File: config.mk
export PLATFORM = sky130hd
export DESIGN_NAME = tdd_conv_ctrl
export DESIGN_NICKNAME = d
export VERILOG_FILES = /design/src/rtl/tdd_pkg.sv /design/src/rtl/tdd_mode_seq.sv /design/src/rtl/tdd_tx_path.sv /design/src/rtl/tdd_rx_path.sv /design/src/rtl/tdd_conv_ctrl.sv
export SDC_FILE = /design/constraint.sdc
export NUM_CORES = 1
export LEC_CHECK = 0
export BUFFER_PORTS_ARGS = -buffer_cell sky130_fd_sc_hd__buf_2
export CORE_MARGIN = 4
export CORE_UTILIZATION = 46
export DETAILED_ROUTE_END_ITERATION = 7
export PLACE_DENSITY = 0.7
export REMOVE_ABC_BUFFERS = 1
export SETUP_SLACK_MARGIN = 0.05
export SLEW_MARGIN = 20
export SYNTH_ARGS = -nofsm -noshare
export SYNTH_HDL_FRONTEND = slang
export SYNTH_SLANG_ARGS = --single-unit
File: constraint.sdc
create_clock -name clk_i -period 2.02 [get_ports clk_i]
set_clock_uncertainty 0.05 [all_clocks]
set_input_delay 0.202 -clock clk_i [delete_from_list [all_inputs] [get_ports clk_i]]
set_output_delay 0.202 -clock clk_i [all_outputs]
set_load 0.01 [all_outputs]
File: src/rtl/tdd_pkg.sv
package tdd_pkg;

  typedef enum logic [1:0] {
    MD_NONE = 2'b00,
    MD_TX   = 2'b01,
    MD_RX   = 2'b10
  } mode_e;

  typedef enum logic [1:0] {
    SEQ_OFF,
    SEQ_WAKE,
    SEQ_LIVE
  } seq_st_e;

  function automatic mode_e decode_req(input logic [1:0] req);
    case (req)
      2'b01:   return MD_TX;
      2'b10:   return MD_RX;
      default: return MD_NONE;
    endcase
  endfunction

endpackage

File: src/rtl/tdd_mode_seq.sv
module tdd_mode_seq
  import tdd_pkg::*;
#(
  parameter int WAKE_CYC = 36
) (
  input  logic       clk_i,
  input  logic       rst_ni,
  input  logic [1:0] mode_req_i,
  output logic       tx_en_o,
  output logic       rx_en_o,
  output logic       tx_live_o,
  output logic       rx_live_o
);

  localparam int CNT_W = (WAKE_CYC > 1) ? $clog2(WAKE_CYC) : 1;
  localparam int AGE_W = $clog2(WAKE_CYC + 1) + 1;

  seq_st_e          state_q;
  mode_e            cur_q;
  logic [CNT_W-1:0] cnt_q;
  mode_e            req_mode;

  assign req_mode = decode_req(mode_req_i);

  always_ff @(posedge clk_i or negedge rst_ni) begin
    if (!rst_ni) begin
      state_q <= SEQ_OFF;
      cur_q   <= MD_NONE;
      cnt_q   <= '0;
    end else begin
      case (state_q)
        SEQ_OFF: begin
          if (req_mode != MD_NONE) begin
            cur_q   <= req_mode;
            cnt_q   <= CNT_W'(WAKE_CYC - 1);
            state_q <= SEQ_WAKE;
          end
        end
        SEQ_WAKE: begin
          if (req_mode != cur_q) begin
            cur_q   <= MD_NONE;
            state_q <= SEQ_OFF;
          end else if (cnt_q == '0) begin
            state_q <= SEQ_LIVE;
          end else begin
            cnt_q <= cnt_q - 1'b1;
          end
        end
        SEQ_LIVE: begin
          // any change forces a pass through shutdown
          if (req_mode != cur_q) begin
            cur_q   <= MD_NONE;
            state_q <= SEQ_OFF;
          end
        end
        default: begin
          cur_q   <= MD_NONE;
          state_q <= SEQ_OFF;
        end
      endcase
    end
  end

  assign tx_en_o   = (cur_q == MD_TX);
  assign rx_en_o   = (cur_q == MD_RX);
  assign tx_live_o = (state_q == SEQ_LIVE) && (cur_q == MD_TX);
  assign rx_live_o = (state_q == SEQ_LIVE) && (cur_q == MD_RX);

  // independent age counter for the wake-window check
  logic [AGE_W-1:0] age_q;
  always_ff @(posedge clk_i or negedge rst_ni) begin
    if (!rst_ni) age_q <= '0;
    else if (!(tx_en_o || rx_en_o)) age_q <= '0;
    else if (age_q != AGE_W'(WAKE_CYC)) age_q <= age_q + 1'b1;
  end

  assert_en_excl_R1: assert property (@(posedge clk_i) disable iff (!rst_ni)
    !(tx_en_o && rx_en_o));

  assert_wake_done_R3: assert property (@(posedge clk_i) disable iff (!rst_ni)
    (tx_live_o || rx_live_o) |-> (age_q == AGE_W'(WAKE_CYC)));

  assert_gap_to_rx_R4: assert property (@(posedge clk_i) disable iff (!rst_ni)
    $rose(rx_en_o) |-> !$past(tx_en_o));

  assert_gap_to_tx_R4: assert property (@(posedge clk_i) disable iff (!rst_ni)
    $rose(tx_en_o) |-> !$past(rx_en_o));

endmodule

File: src/rtl/tdd_tx_path.sv
module tdd_tx_path #(
  parameter int TX_W = 7
) (
  input  logic            clk_i,
  input  logic            rst_ni,
  input  logic            tx_en_i,
  input  logic            tx_live_i,
  input  logic            tx_valid_i,
  input  logic [TX_W-1:0] tx_data_i,
  output logic            tx_ready_o,
  output logic [TX_W-1:0] dat_o,
  output logic            oe_o
);

  logic [TX_W-1:0] dat_q;

  assign tx_ready_o = tx_live_i;

  // rising-edge update keeps data settled around the converter's falling-edge latch
  always_ff @(posedge clk_i or negedge rst_ni) begin
    if (!rst_ni)                      dat_q <= '0;
    else if (tx_live_i && tx_valid_i) dat_q <= tx_data_i;
    else                              dat_q <= '0;
  end

  assign oe_o  = tx_en_i;
  assign dat_o = tx_en_i ? dat_q : '0;

  assert_ready_tx_R5: assert property (@(posedge clk_i) disable iff (!rst_ni)
    tx_ready_o |-> tx_en_i);

  assert_sample_out_R6: assert property (@(posedge clk_i) disable iff (!rst_ni)
    (tx_ready_o && tx_valid_i) |=> (!tx_en_i || (dat_o == $past(tx_data_i))));

  assert_underflow_zero_R7: assert property (@(posedge clk_i) disable iff (!rst_ni)
    (tx_en_i && !(tx_ready_o && tx_valid_i)) |=> (!tx_en_i || (dat_o == '0)));

endmodule

File: src/rtl/tdd_rx_path.sv
module tdd_rx_path #(
  parameter int RX_W = 5
) (
  input  logic            clk_i,
  input  logic            rst_ni,
  input  logic            rx_live_i,
  input  logic [RX_W-1:0] dat_i,
  output logic            rx_valid_o,
  output logic [RX_W-1:0] rx_data_o
);

  logic [RX_W-1:0] cap_q;
  logic            valid_q;
  logic [RX_W-1:0] data_q;

  // converter moves its outputs on the rising edge; sample mid-cycle
  always_ff @(negedge clk_i or negedge rst_ni) begin
    if (!rst_ni) cap_q <= '0;
    else         cap_q <= dat_i;
  end

  always_ff @(posedge clk_i or negedge rst_ni) begin
    if (!rst_ni) begin
      valid_q <= 1'b0;
      data_q  <= '0;
    end else begin
      valid_q <= rx_live_i;
      data_q  <= rx_live_i ? cap_q : '0;
    end
  end

  assign rx_valid_o = valid_q;
  assign rx_data_o  = data_q;

  assert_capture_R9: assert property (@(posedge clk_i) disable iff (!rst_ni)
    rx_valid_o |-> (rx_data_o == $past(cap_q)));

endmodule

File: src/rtl/tdd_conv_ctrl.sv
module tdd_conv_ctrl #(
  parameter int TX_W     = 7,
  parameter int RX_W     = 5,
  parameter int WAKE_CYC = 36
) (
  input  logic            clk_i,
  input  logic            rst_ni,
  input  logic [1:0]      mode_req_i,
  input  logic            tx_valid_i,
  input  logic [TX_W-1:0] tx_data_i,
  output logic            tx_ready_o,
  output logic            rx_valid_o,
  output logic [RX_W-1:0] rx_data_o,
  output logic            conv_tx_en_o,
  output logic            conv_rx_en_o,
  output logic [TX_W-1:0] conv_dat_o,
  output logic            conv_dat_oe_o,
  input  logic [RX_W-1:0] conv_dat_i
);

  logic tx_en, rx_en, tx_live, rx_live;

  tdd_mode_seq #(.WAKE_CYC(WAKE_CYC)) u_seq (
    .clk_i      (clk_i),
    .rst_ni     (rst_ni),
    .mode_req_i (mode_req_i),
    .tx_en_o    (tx_en),
    .rx_en_o    (rx_en),
    .tx_live_o  (tx_live),
    .rx_live_o  (rx_live)
  );

  tdd_tx_path #(.TX_W(TX_W)) u_tx (
    .clk_i      (clk_i),
    .rst_ni     (rst_ni),
    .tx_en_i    (tx_en),
    .tx_live_i  (tx_live),
    .tx_valid_i (tx_valid_i),
    .tx_data_i  (tx_data_i),
    .tx_ready_o (tx_ready_o),
    .dat_o      (conv_dat_o),
    .oe_o       (conv_dat_oe_o)
  );

  tdd_rx_path #(.RX_W(RX_W)) u_rx (
    .clk_i      (clk_i),
    .rst_ni     (rst_ni),
    .rx_live_i  (rx_live),
    .dat_i      (conv_dat_i),
    .rx_valid_o (rx_valid_o),
    .rx_data_o  (rx_data_o)
  );

  assign conv_tx_en_o = tx_en;
  assign conv_rx_en_o = rx_en;

  assert_bus_quiet_R8: assert property (@(posedge clk_i) disable iff (!rst_ni)
    !conv_tx_en_o |-> (!conv_dat_oe_o && (conv_dat_o == '0)));

  assert_valid_in_rx_R10: assert property (@(posedge clk_i) disable iff (!rst_ni)
    rx_valid_o |-> $past(conv_rx_en_o));

  always_comb begin
    if (!rst_ni) begin
      assert_reset_quiet_R11: assert (!conv_tx_en_o && !conv_rx_en_o && !conv_dat_oe_o);
    end
  end

endmodule

==> metrics, run 1 <==
Peak VDD IR 515 uV; worst-margin pin slew 0.437 ns; multi-input combinational cell area 634 um^2; DR vias/cell 5.09; final wirelength 2.62 mm; Pint 1080 uW; f_max 0.528 GHz; Final min period 1.89 ns; Max Used Layer met4; ratio of final minimum period to clock period 93.7%; clock share of power 18.0%; TritonCTS clock tree done; share of cells above drive strength 1 34.0%; WP depth 6; Sink Count 28; met3 wire length 106 um; met2 routed WL 1.35 mm; Psw 666 uW; setup TNS 0 ns; Seq pwr share 41.9%; max-cap viol count 0; vias in the first global route 1026; RSZ-0062 raised after global routing yes; worst skew pair latency 0.32 ns; syn avg cell area 11.8 um^2; DRC violations left 0; I/O pins 34; Critical Path Start Type register; GRT Util Overall 14.7%; slew margin rel. 70.9%; family with the most delay on the worst path compound AO/OA/AOI/OAI gates; Distinct cells, synth 37; core area 0.00283 mm^2; Hold Crit Start tx_data_i[6]; LEAKAGE 0.000927 uW; Mapped Area 0.00139 mm^2; final net count 181; r2r setup slk 0.13 ns; Hold/Removal Path Class in -> reg; Reg-to-Reg Start u_seq.cnt_q[0]; Detail Placement HPWL 2.02 mm; number of synthesized register bits 28; FF-to-FF End u_seq.cnt_q[5]; starting density of the core 49.1%; routed metal-1 wire length 1.13 mm; DR pass1 iterations 4; Die X 62.9 um; Seq/Total Area, Yosys 50.5%; RePlAce Congestion 0.813; WP data required 2.19 ns; Final ANT Viol Nets 0; Max stage delay on crit path 0.51 ns; CP Capture Type register; Synth Flop Type dfrtp_1; CTS max path bufs 2; DR iter-0 viols 52; status finished clean; most frequent cells in the layout buf_2, dfrtp_1, and3_1, inv_1; Via Count 952; commonest non-fill, non-tap cell in the layout buf_2; worst path cell trace inv_1 -> ha_1 -> nor2b_2 -> a2111oi_4 -> and3_1 -> a221oi_2; Root Buffer clkbuf_4; Syn-to-layout area delta 19.5%; CTS clk-pin slew, worst paths 0.15 ns; standard-cell rows 19; Final Slew Violations 0; Sequential Area 701 um^2; Reg2Reg Depth 6; ant diodes 0; Final Setup Violations 0; post-DR wirelength/cell 14.0 um; Hold WS 0.0156 ns; H-tree levels 1; Async SR Flop Fraction 100%; global route total overflow 0; number of synthesized flops with an enable pin 0; Hold Crit Endpoint u_tx.dat_q[6]; port bufs 33; initial antenna violation count 0; Synth Instances 118; die height 62.9 um; global-route wire length before repair 4.57 mm; DIE AREA 0.00396 mm^2; fraction of power spent switching nets 38.1%; Worst Hold Path Cells 2; final hold violation count 0; power per cell area 1050 mW/mm^2; largest net degree at the start of global routing 24; final-layout fill cell count 243; worst-path fanout max 6; critical path type reg -> reg; Synth Warn # 0; Comb pwr share 40.0%; Data arrival, critical path 2.07 ns; total CTS buffers 3; Worst path slowest cell a2111oi_4; Critical path buffers and inverters 1
==> logic make-up (layout without fill, tap and decap cells) <==
family | Yosys count | count (layout) | synth area share (%)
multiplexers | 4 | 4 | 2.88
flip-flops | 28 | 28 | 50.5
buffers and inverters | 14 | 52 | 4.05
XOR/XNOR | 3 | 3 | 2.97
adder cells (fa/ha/maj) | 7 | 7 | 6.31
AO/OA/AOI/OAI | 21 | 21 | 15.6
AND/OR/NAND/NOR | 41 | 41 | 17.7
==> state kept, by name, indices dropped and copies added (netlist names) <==
signal / flops
u_seq.cur_q: 2
u_rx.rx_data_o: 5
u_seq.state_q: 2
u_rx.cap_q: 5
u_seq.cnt_q: 6
u_tx.dat_q: 7
u_rx.rx_valid_o: 1
==> through the flow <==
step	utilization [%]	setup WS [ns]	cells	power, uW	area (um^2)
2_1_floorplan	-	0.247	115	1260	1370
3_3_place_gp	56.3	0.154	181	1420	1590
3_5_place_dp	56.3	0.0971	181	1430	1590
4_1_cts	58.3	0.0757	186	1750	1650
5_1_grt	58.7	0.0155	187	1890	1660
6_report	58.7	0.127	187	1750	1660
==> worst reg2reg max path, cell delays in order (launching register included) <==
cell and delay [ns]:
dfrtp_1 0.45, inv_1 0.09, ha_1 0.21, nor2b_2 0.20, a2111oi_4 0.51, and3_1 0.25
a221oi_2 0.04
==> worst max-delay path by stage <==
stage                     startpoint              to  slack (ns)
finish                u_seq.cnt_q[0]  u_seq.cnt_q[5]        0.13
floorplan           u_seq.state_q[1]  u_seq.cnt_q[5]        0.25
global placement      u_seq.cnt_q[0]  u_seq.cnt_q[5]        0.15
detailed placement  u_seq.state_q[1]  u_seq.cnt_q[5]         0.1
global route          u_seq.cnt_q[0]  u_seq.cnt_q[5]        0.02
CTS                 u_seq.state_q[1]  u_seq.cnt_q[5]        0.08
==> power by group through the flow <==
stage / registers [uW] / clock network, uW / logic, uW
3_5_place_dp: 742 / 0 / 692
6_report: 734 / 316 / 700
5_1_grt: 749 / 355 / 783
4_1_cts: 730 / 323 / 695
3_3_place_gp: 739 / 0 / 678
2_1_floorplan: 718 / 0 / 540
==> cells in the mapped netlist (2+ instances only) <==
cell | number | area [um^2]
xor2_2 | 2 | 32.5
dfrtp_1 | 23 | 576
a2111oi_4 | 2 | 55.1
dfrtn_1 | 5 | 125
mux2i_1 | 4 | 40.0
ha_1 | 7 | 87.6
and3_1 | 16 | 100
and2_1 | 7 | 43.8
o21ai_0 | 2 | 10.0
nand2_1 | 5 | 18.8
clkbuf_1 | 2 | 7.51
or3_1 | 2 | 12.5
a21oi_1 | 4 | 20.0
inv_1 | 11 | 41.3
nor2_1 | 4 | 15.0
==> final cells by class <==
cell class | count | share of cell area [%]
flip-flops and latches | 28 | 42.2
clock buffers | 4 | 2.86
repair buffers | 37 | 11.9
inverters | 11 | 2.49
well taps | 31 | 2.34
multi-input cells | 76 | 38.2
==> routing by layer <==
metal / GRT usage, % / up-vias
met1: 17.5 / 449
met4: 5.79 / 0
met5: 0 / -
met2: 25.6 / 19
li1: - / 482
met3: 3.24 / 2
==> repair_timing <==
item,CTS,global route
buffers inserted,0,1
resized for setup,0,1
hold buffers,1,0
endpoints found under the hold margin,23,0
endpoints found under the setup margin,0,6
No activity file was read; power rests on OpenSTA's default activity.
==> run 2, diff against run 1 <==
--- a/config.mk
+++ b/config.mk
@@ -5,11 +5,12 @@
 export SDC_FILE = /design/constraint.sdc
 export NUM_CORES = 1
 export LEC_CHECK = 0
+export ABC_AREA = 1
 export BUFFER_PORTS_ARGS = -buffer_cell sky130_fd_sc_hd__buf_2
 export CORE_MARGIN = 4
 export CORE_UTILIZATION = 46
 export DETAILED_ROUTE_END_ITERATION = 7
-export PLACE_DENSITY = 0.7
+export PLACE_DENSITY = 0.71
 export REMOVE_ABC_BUFFERS = 1
 export SETUP_SLACK_MARGIN = 0.05
 export SLEW_MARGIN = 20
==> run 2 against run 1 <==
Count of clock-buffer cells in the layout is 1 lower. Largest power group is now combinational cells. Power decreased by 1.4%. Via count up 12%. Area after synthesis decreased by 2.9%. First-iteration DRC count shrank 63%. Largest cell class unchanged. Critical path depth fell by 4. Cell count grew 25%. Sequential power hardly changed. Clock power is 28% lower. Routed wire length shrank 9.0%. Sequential share of layout area increased by 1.9 points.
==> metrics, run 2 <==
Final ANT Viol Nets 0 (unchanged); syn avg cell area 8.22 um^2 (was 11.8 um^2); cell with the most instances after synthesis nand2_1 (was dfrtp_1); final wirelength 2.38 mm (was 2.62 mm); global route total overflow 0 (unchanged); Worst Hold Path Cells 3 (was 2); largest net degree at the start of global routing 18 (was 24); top cell type's share of synthesized area 42.7% (was 41.4%); CP Capture Type register (unchanged); worst path cell trace inv_1 -> nor2_1 (was inv_1 -> ha_1 -> nor2b_2 -> a2111oi_4 -> and3_1 -> a221oi_2); Final Slew Violations 0 (unchanged); FF-to-FF End u_rx.rx_data_o[0] (was u_seq.cnt_q[5]); worst skew pair latency 0.32 ns (about the same); RSZ-0062 raised after global routing no (was yes); power per cell area 1090 mW/mm^2 (was 1050 mW/mm^2); Synth area leader dfrtp_1 (unchanged); largest registers u_tx.dat_q (7), u_seq.cnt_q (6) (unchanged); number of synthesized register bits 28 (unchanged); commonest non-fill, non-tap cell in the layout nand2_1 (was buf_2); post-DR wirelength/cell 10.2 um (was 14.0 um); GRT Util Overall 14.1% (was 14.7%); H-tree levels 1 (unchanged); Async SR Flop Fraction 100% (unchanged); dpl cells 228 (was 181); max-cap viol count 0 (unchanged); Seq/Total Area, Yosys 51.9% (was 50.5%); Hold Crit Endpoint u_tx.dat_q[0] (was u_tx.dat_q[6]); DR iter-0 viols 19 (was 52); Detail Placement HPWL 1.96 mm (was 2.02 mm); Mapped Area 0.00135 mm^2 (was 0.00139 mm^2); DR pass1 iterations 4 (unchanged); Hold/Removal Path Class in -> reg (unchanged); DIE AREA 0.00386 mm^2 (was 0.00396 mm^2); Peak VDD IR 648 uV (was 515 uV); ant diodes 0 (unchanged); hold buffers post-CTS 1 (unchanged); Syn-to-layout area delta 17.8% (was 19.5%); Synth Flop Type dfrtp_1 (unchanged); vias in the first global route 1123 (was 1026); most frequent cells in the layout nand2_1, inv_1, buf_2, nor2_1, dfrtp_1 (was buf_2, dfrtp_1, and3_1, inv_1); max FFs per register 7 (unchanged); starting density of the core 48.5% (was 49.1%); RePlAce Congestion 0.765 (was 0.813); core area 0.00278 mm^2 (was 0.00283 mm^2); Hold Crit Start tx_data_i[0] (was tx_data_i[6]); WP data required 2.23 ns (was 2.19 ns); final cell count without fillers 233 (was 187); Sink Count 28 (unchanged); CTS clk-pin slew, worst paths 0.15 ns (about the same); largest cells by area after synthesis dfrtp_1, nand2_1, inv_1, dfrtn_1, nor2_1 (was dfrtp_1, dfrtn_1, and3_1, ha_1, a2111oi_4); share of cells above drive strength 1 24.3% (was 34.0%); LEAKAGE 0.000923 uW (was 0.000927 uW); worst-path fanout max 1 (was 6); Most flops, register u_tx.dat_q (unchanged); Data arrival, critical path 1.86 ns (was 2.07 ns); Reg2Reg Depth 2 (was 6); port bufs 33 (unchanged); Max stage delay on crit path 0.41 ns (was 0.51 ns); family with the most delay on the worst path flip-flops (was compound AO/OA/AOI/OAI gates); slew margin rel. 75.0% (was 70.9%); Final Setup Violations 0 (unchanged); Root Buffer clkbuf_4 (unchanged); Worst path slowest cell dfrtn_1 (was a2111oi_4); standard-cell rows 19 (unchanged); DR vias/cell 4.58 (was 5.09); final hold violation count 0 (unchanged); DRC violations left 0 (unchanged); Resized Gates After CTS 0 (unchanged); final net count 227 (was 181); I/O pins 34 (unchanged); r2r setup slk 0.37 ns (was 0.13 ns); number of synthesized flops with an enable pin 0 (unchanged); initial antenna violation count 0 (unchanged); Critical path buffers and inverters 1 (unchanged); CTS max path bufs 2 (unchanged); setup TNS 0 ns (unchanged); worst-margin pin slew 0.374 ns (was 0.437 ns); total CTS buffers 3 (unchanged); Post-CTS Setup Inserts 0 (unchanged); Critical Path Start Type register (unchanged); Reg-to-Reg Start u_rx.cap_q[0] (was u_seq.cnt_q[0]); global-route wire length before repair 4.53 mm (was 4.57 mm); synth cell count leaders nand2_1, inv_1, nor2_1, dfrtp_1 (was dfrtp_1, and3_1, inv_1, and2_1, ha_1); Synth Warn # 0 (unchanged); die height 62.2 um (was 62.9 um); Synth Instances 164 (was 118); critical path type reg -> reg (unchanged); Die X 62.2 um (was 62.9 um); TritonCTS clock tree done (unchanged); Via Count 1066 (was 952); status finished clean (unchanged); Distinct cells, synth 21 (was 37)
==> run 2: cell types whose count changed in the layout (fill, tap and decap cells not counted), moves of 7 or more <==
cell     delta
nand2_1    +32
inv_1      +23
nor2_1     +22
and3_1     -16
and2_1      -7
nand3_1     +7
==> run 2: routing by layer <==
layer	track usage (%)	wire (um)
met5	0	0
met4	5.69	47
met3	3.24	128
met1	16.4	1050
met2	24.6	1160
==> run 2: worst max path at each step <==
stage | start | to | slack, ns | cells past startpoint
2_1_floorplan | u_rx.cap_q[0] | u_rx.rx_data_o[0] | 0.42 | 2
6_report | u_rx.cap_q[0] | u_rx.rx_data_o[0] | 0.37 | 2
5_1_grt | u_seq.state_q[0] | u_seq.cnt_q[4] | 0.28 | 7
3_3_place_gp | u_rx.cap_q[4] | u_rx.rx_data_o[4] | 0.41 | 2
3_5_place_dp | u_rx.cap_q[0] | u_rx.rx_data_o[0] | 0.38 | 2
4_1_cts | u_seq.state_q[0] | tx_ready_o | 0.37 | 5
==> run 2: kinds of logic (layout without fill, tap and decap cells) <==
family / after synthesis / after routing / synth area share, %
compound gates: 9 / 9 / 3.80
xor+xnor: 2 / 2 / 1.30
fa+ha+maj: 7 / 7 / 6.49
buf+inv: 37 / 75 / 10.6
flops: 28 / 28 / 51.9
simple gates: 81 / 81 / 25.9
==> run 2: cell type report <==
class	instances	area, um^2
clock inverters	1	3.75
inverters	36	135
fillers	265	1190
clock buffers	3	22.5
repair buffers	35	183
flip-flops and latches	28	701
well taps	31	38.8
multi-input cells	99	505
==> run 2: tightest hold or removal path, stage by stage <==
cell	delay, ns
buf_2	0.10
inv_1	0.04
nor2_1	0.04
==> run 2: per-stage QoR <==
| stage | instance area, um^2 | utilization, % | power, uW | setup WS, ns | hold WS, ns |
|---|---|---|---|---|---|
| 6_report | 1590 | 57.1 | 1720 | 0.367 | 0.0169 |
| 5_1_grt | 1590 | 57.1 | 1910 | 0.281 | 0.0113 |
| 4_1_cts | 1590 | 57.1 | 1750 | 0.367 | 0.00375 |
| 3_5_place_dp | 1550 | 55.8 | 1510 | 0.377 | 0.0925 |
| 3_3_place_gp | 1550 | 55.8 | 1480 | 0.412 | 0.0889 |
| 2_1_floorplan | 1340 | - | 1320 | 0.418 | -0.144 |
==> run 2: power breakdown <==
group / internal (uW) / switching [uW]
Clock: 72.4 / 156
Combinational: 271 / 492
Sequential: 655 / 79.0
Total: 998 / 726
==> run 3, diff against run 2 <==
--- a/config.mk
+++ b/config.mk
@@ -10,7 +10,7 @@
 export CORE_MARGIN = 4
 export CORE_UTILIZATION = 46
 export DETAILED_ROUTE_END_ITERATION = 7
-export PLACE_DENSITY = 0.71
+export PLACE_DENSITY = 0.73
 export REMOVE_ABC_BUFFERS = 1
 export SETUP_SLACK_MARGIN = 0.05
 export SLEW_MARGIN = 20
==> constraint.sdc (replaced) <==
create_clock -name clk_i -period 1.4 [get_ports clk_i]
set_clock_uncertainty 0.05 [all_clocks]
set_input_delay 0.14 -clock clk_i [delete_from_list [all_inputs] [get_ports clk_i]]
set_output_delay 0.14 -clock clk_i [all_outputs]
set_load 0.01 [all_outputs]
==> run 3 against run 2 <==
The flow now finishes with violations (negative setup slack). Sequential share of layout area is 8.5 points lower. Non-clock buffer count up 21. Critical path depth up 4. Hold slack improved by 0.027 ns. Largest cell class unchanged. Power rose by 88%. Critical endpoint is now tx_ready_o. Die area stayed put. Routed wire length grew 34%.
==> metrics, run 3 (same netlist as run 2, synthesis figures left out) <==
Final ANT Viol Nets 0 (unchanged); RSZ-0062 raised after global routing yes (was no); failing checks negative setup slack; DR vias/cell 4.85 (was 4.58); Peak VDD IR 1300 uV (was 648 uV); die height 62.2 um (unchanged); Most flops, register u_tx.dat_q (unchanged); clock share of power 10.5% (was 13.2%); Critical Path Start Type register (unchanged); CTS max path bufs 2 (unchanged); TritonCTS clock tree done (unchanged); Reg2Reg Depth 7 (was 2); RePlAce Congestion 0.806 (was 0.765); Hold WS 0.0443 ns (was 0.0169 ns); fraction of power spent switching nets 43.0% (was 42.1%); ratio of final minimum period to clock period 105%; largest registers u_tx.dat_q (7), u_seq.cnt_q (6) (unchanged); H-tree levels 1 (unchanged); total CTS buffers 3 (unchanged); Detail Placement HPWL 2.06 mm (was 1.96 mm); worst-margin pin slew 0.277 ns (was 0.374 ns); LEAKAGE 0.00104 uW (was 0.000923 uW); r2r setup slk -0.02 ns (was 0.37 ns); critical path type reg -> out (was reg -> reg); worst skew pair latency 0.33 ns (was 0.32 ns); Die X 62.2 um (unchanged); Syn-to-layout area delta 45.8% (was 17.8%); DRC violations left 0 (unchanged); DIE AREA 0.00386 mm^2 (unchanged); Psw 1390 uW (was 726 uW); Final Slew Violations 0 (unchanged); Final Setup Violations 13 (was 0); crit path launch u_seq.state_q[0] (was u_rx.cap_q[0]); most frequent cells in the layout nand2_1, buf_2, inv_1, dfrtp_1, nor2_1 (was nand2_1, inv_1, buf_2, nor2_1, dfrtp_1); vias in the first global route 1203 (was 1123); Via Count 1232 (was 1066); I/O pins 34 (unchanged); worst-path fanout max 2 (was 1); Setup WS post-layout -0.0700 ns (was 0.367 ns); standard-cell rows 19 (unchanged); dpl cell area 0.00159 mm^2 (was 0.00155 mm^2); DR iter-0 viols 37 (was 19); ant diodes 0 (unchanged); Data arrival, critical path 1.28 ns (was 1.86 ns); slew margin rel. 81.5% (was 75.0%); Comb pwr share 56.4% (was 44.2%); f_max 0.680 GHz; max-cap viol count 0 (unchanged); post-DR wirelength/cell 12.6 um (was 10.2 um); initial antenna violation count 0 (unchanged); Pint 1840 uW (was 998 uW); CTS clk-pin slew, worst paths 0.14 ns (was 0.15 ns); Final min period 1.47 ns; Seq pwr share 33.2% (was 42.5%); port bufs 33 (unchanged); DR pass1 iterations 4 (unchanged); final instance area 0.00197 mm^2 (was 0.00159 mm^2); Sink Count 28 (unchanged); global route total overflow 0 (unchanged); starting density of the core 48.5% (unchanged); setup TNS -0.246 ns (was 0 ns); core area 0.00278 mm^2 (unchanged); max FFs per register 7 (unchanged); final hold violation count 0 (unchanged); Worst Setup EP tx_ready_o (was u_rx.rx_data_o[0]); largest net degree at the start of global routing 18 (unchanged); final wirelength 3.20 mm (was 2.38 mm); Hold/Removal Path Class in -> reg (unchanged); share of cells above drive strength 1 39.9% (was 24.3%); GRT Util Overall 16.8% (was 14.1%); status complete, but fails checks (was finished clean); CP Capture Type primary output (was register); WP data required 1.21 ns (was 2.23 ns); FF-to-FF End u_seq.cnt_q[3] (was u_rx.rx_data_o[0]); Layout Utilization 70.7% (was 57.1%); power per cell area 1650 mW/mm^2 (was 1090 mW/mm^2); Root Buffer clkbuf_4 (unchanged); Reg-to-Reg Start u_seq.state_q[1] (was u_rx.cap_q[0]); final net count 248 (was 227); global-route wire length before repair 5.28 mm (was 4.53 mm)
-- run 3: how the worst min path moves through the flow --
stage | from | to | slack (ns) | cells after the start
2_1_floorplan | rst_ni | u_rx.rx_data_o[0] | -0.21 | 0
3_3_place_gp | rst_ni | u_rx.rx_data_o[3] | -0.03 | 1
3_5_place_dp | rst_ni | u_rx.rx_data_o[3] | -0.02 | 1
4_1_cts | tx_valid_i | u_tx.dat_q[3] | 0.04 | 3
5_1_grt | tx_valid_i | u_tx.dat_q[3] | 0.05 | 3
6_report | tx_valid_i | u_tx.dat_q[3] | 0.04 | 3
-- run 3: per-layer routing --
metal	up-vias	share of wire, %	global-route usage [%]
met5	-	0	0
met4	0	3.5	9.49
met3	11	4.4	3.60
met2	37	54	28.9
met1	582	38	18.9
li1	602	-	-
-- run 3: cell type report --
cell class                      instances  area [um^2]
Inverter                               36          140
Sequential cell                        28          701
Multi-Input combinational cell         99          666
Clock buffer                            4         26.3
Fill cell                             189          815
Timing Repair Buffer                   56          395
Tap cell                               31         38.8
-- run 3: power groups by stage --
stage / combinational, uW / sequential, uW / clock, uW
5_1_grt: 2000 / 1090 / 383
3_3_place_gp: 1160 / 1070 / 0
6_report: 1830 / 1070 / 339
3_5_place_dp: 1230 / 1080 / 0
2_1_floorplan: 853 / 1050 / 0
4_1_cts: 1610 / 1060 / 354
-- run 3: per-stage QoR --
step	power (uW)	std cells	setup WS (ns)
after floorplan	1910	163	0.0517
after global placement	2230	233	-0.00279
after detailed placement	2310	233	-0.0873
after CTS	3020	252	-0.0650
after global routing	3480	254	-0.128
final	3240	254	-0.0700
-- run 3: repair_timing --
item | CTS | global route
hold endpoints to repair | 30 | 0
setup buffers | 7 | 2
endpoints found under the setup margin | 16 | 25
hold buffers | 8 | 0
resized for setup | 24 | 29
pin swaps | 7 | 10
-- run 3: critical path, cell delays in order (launching register included) --
cell and delay [ns]:
dfrtp_1 0.41, inv_2 0.07, buf_6 0.09, ha_4 0.13
inv_2 0.04, nor2_4 0.09, buf_6 0.11
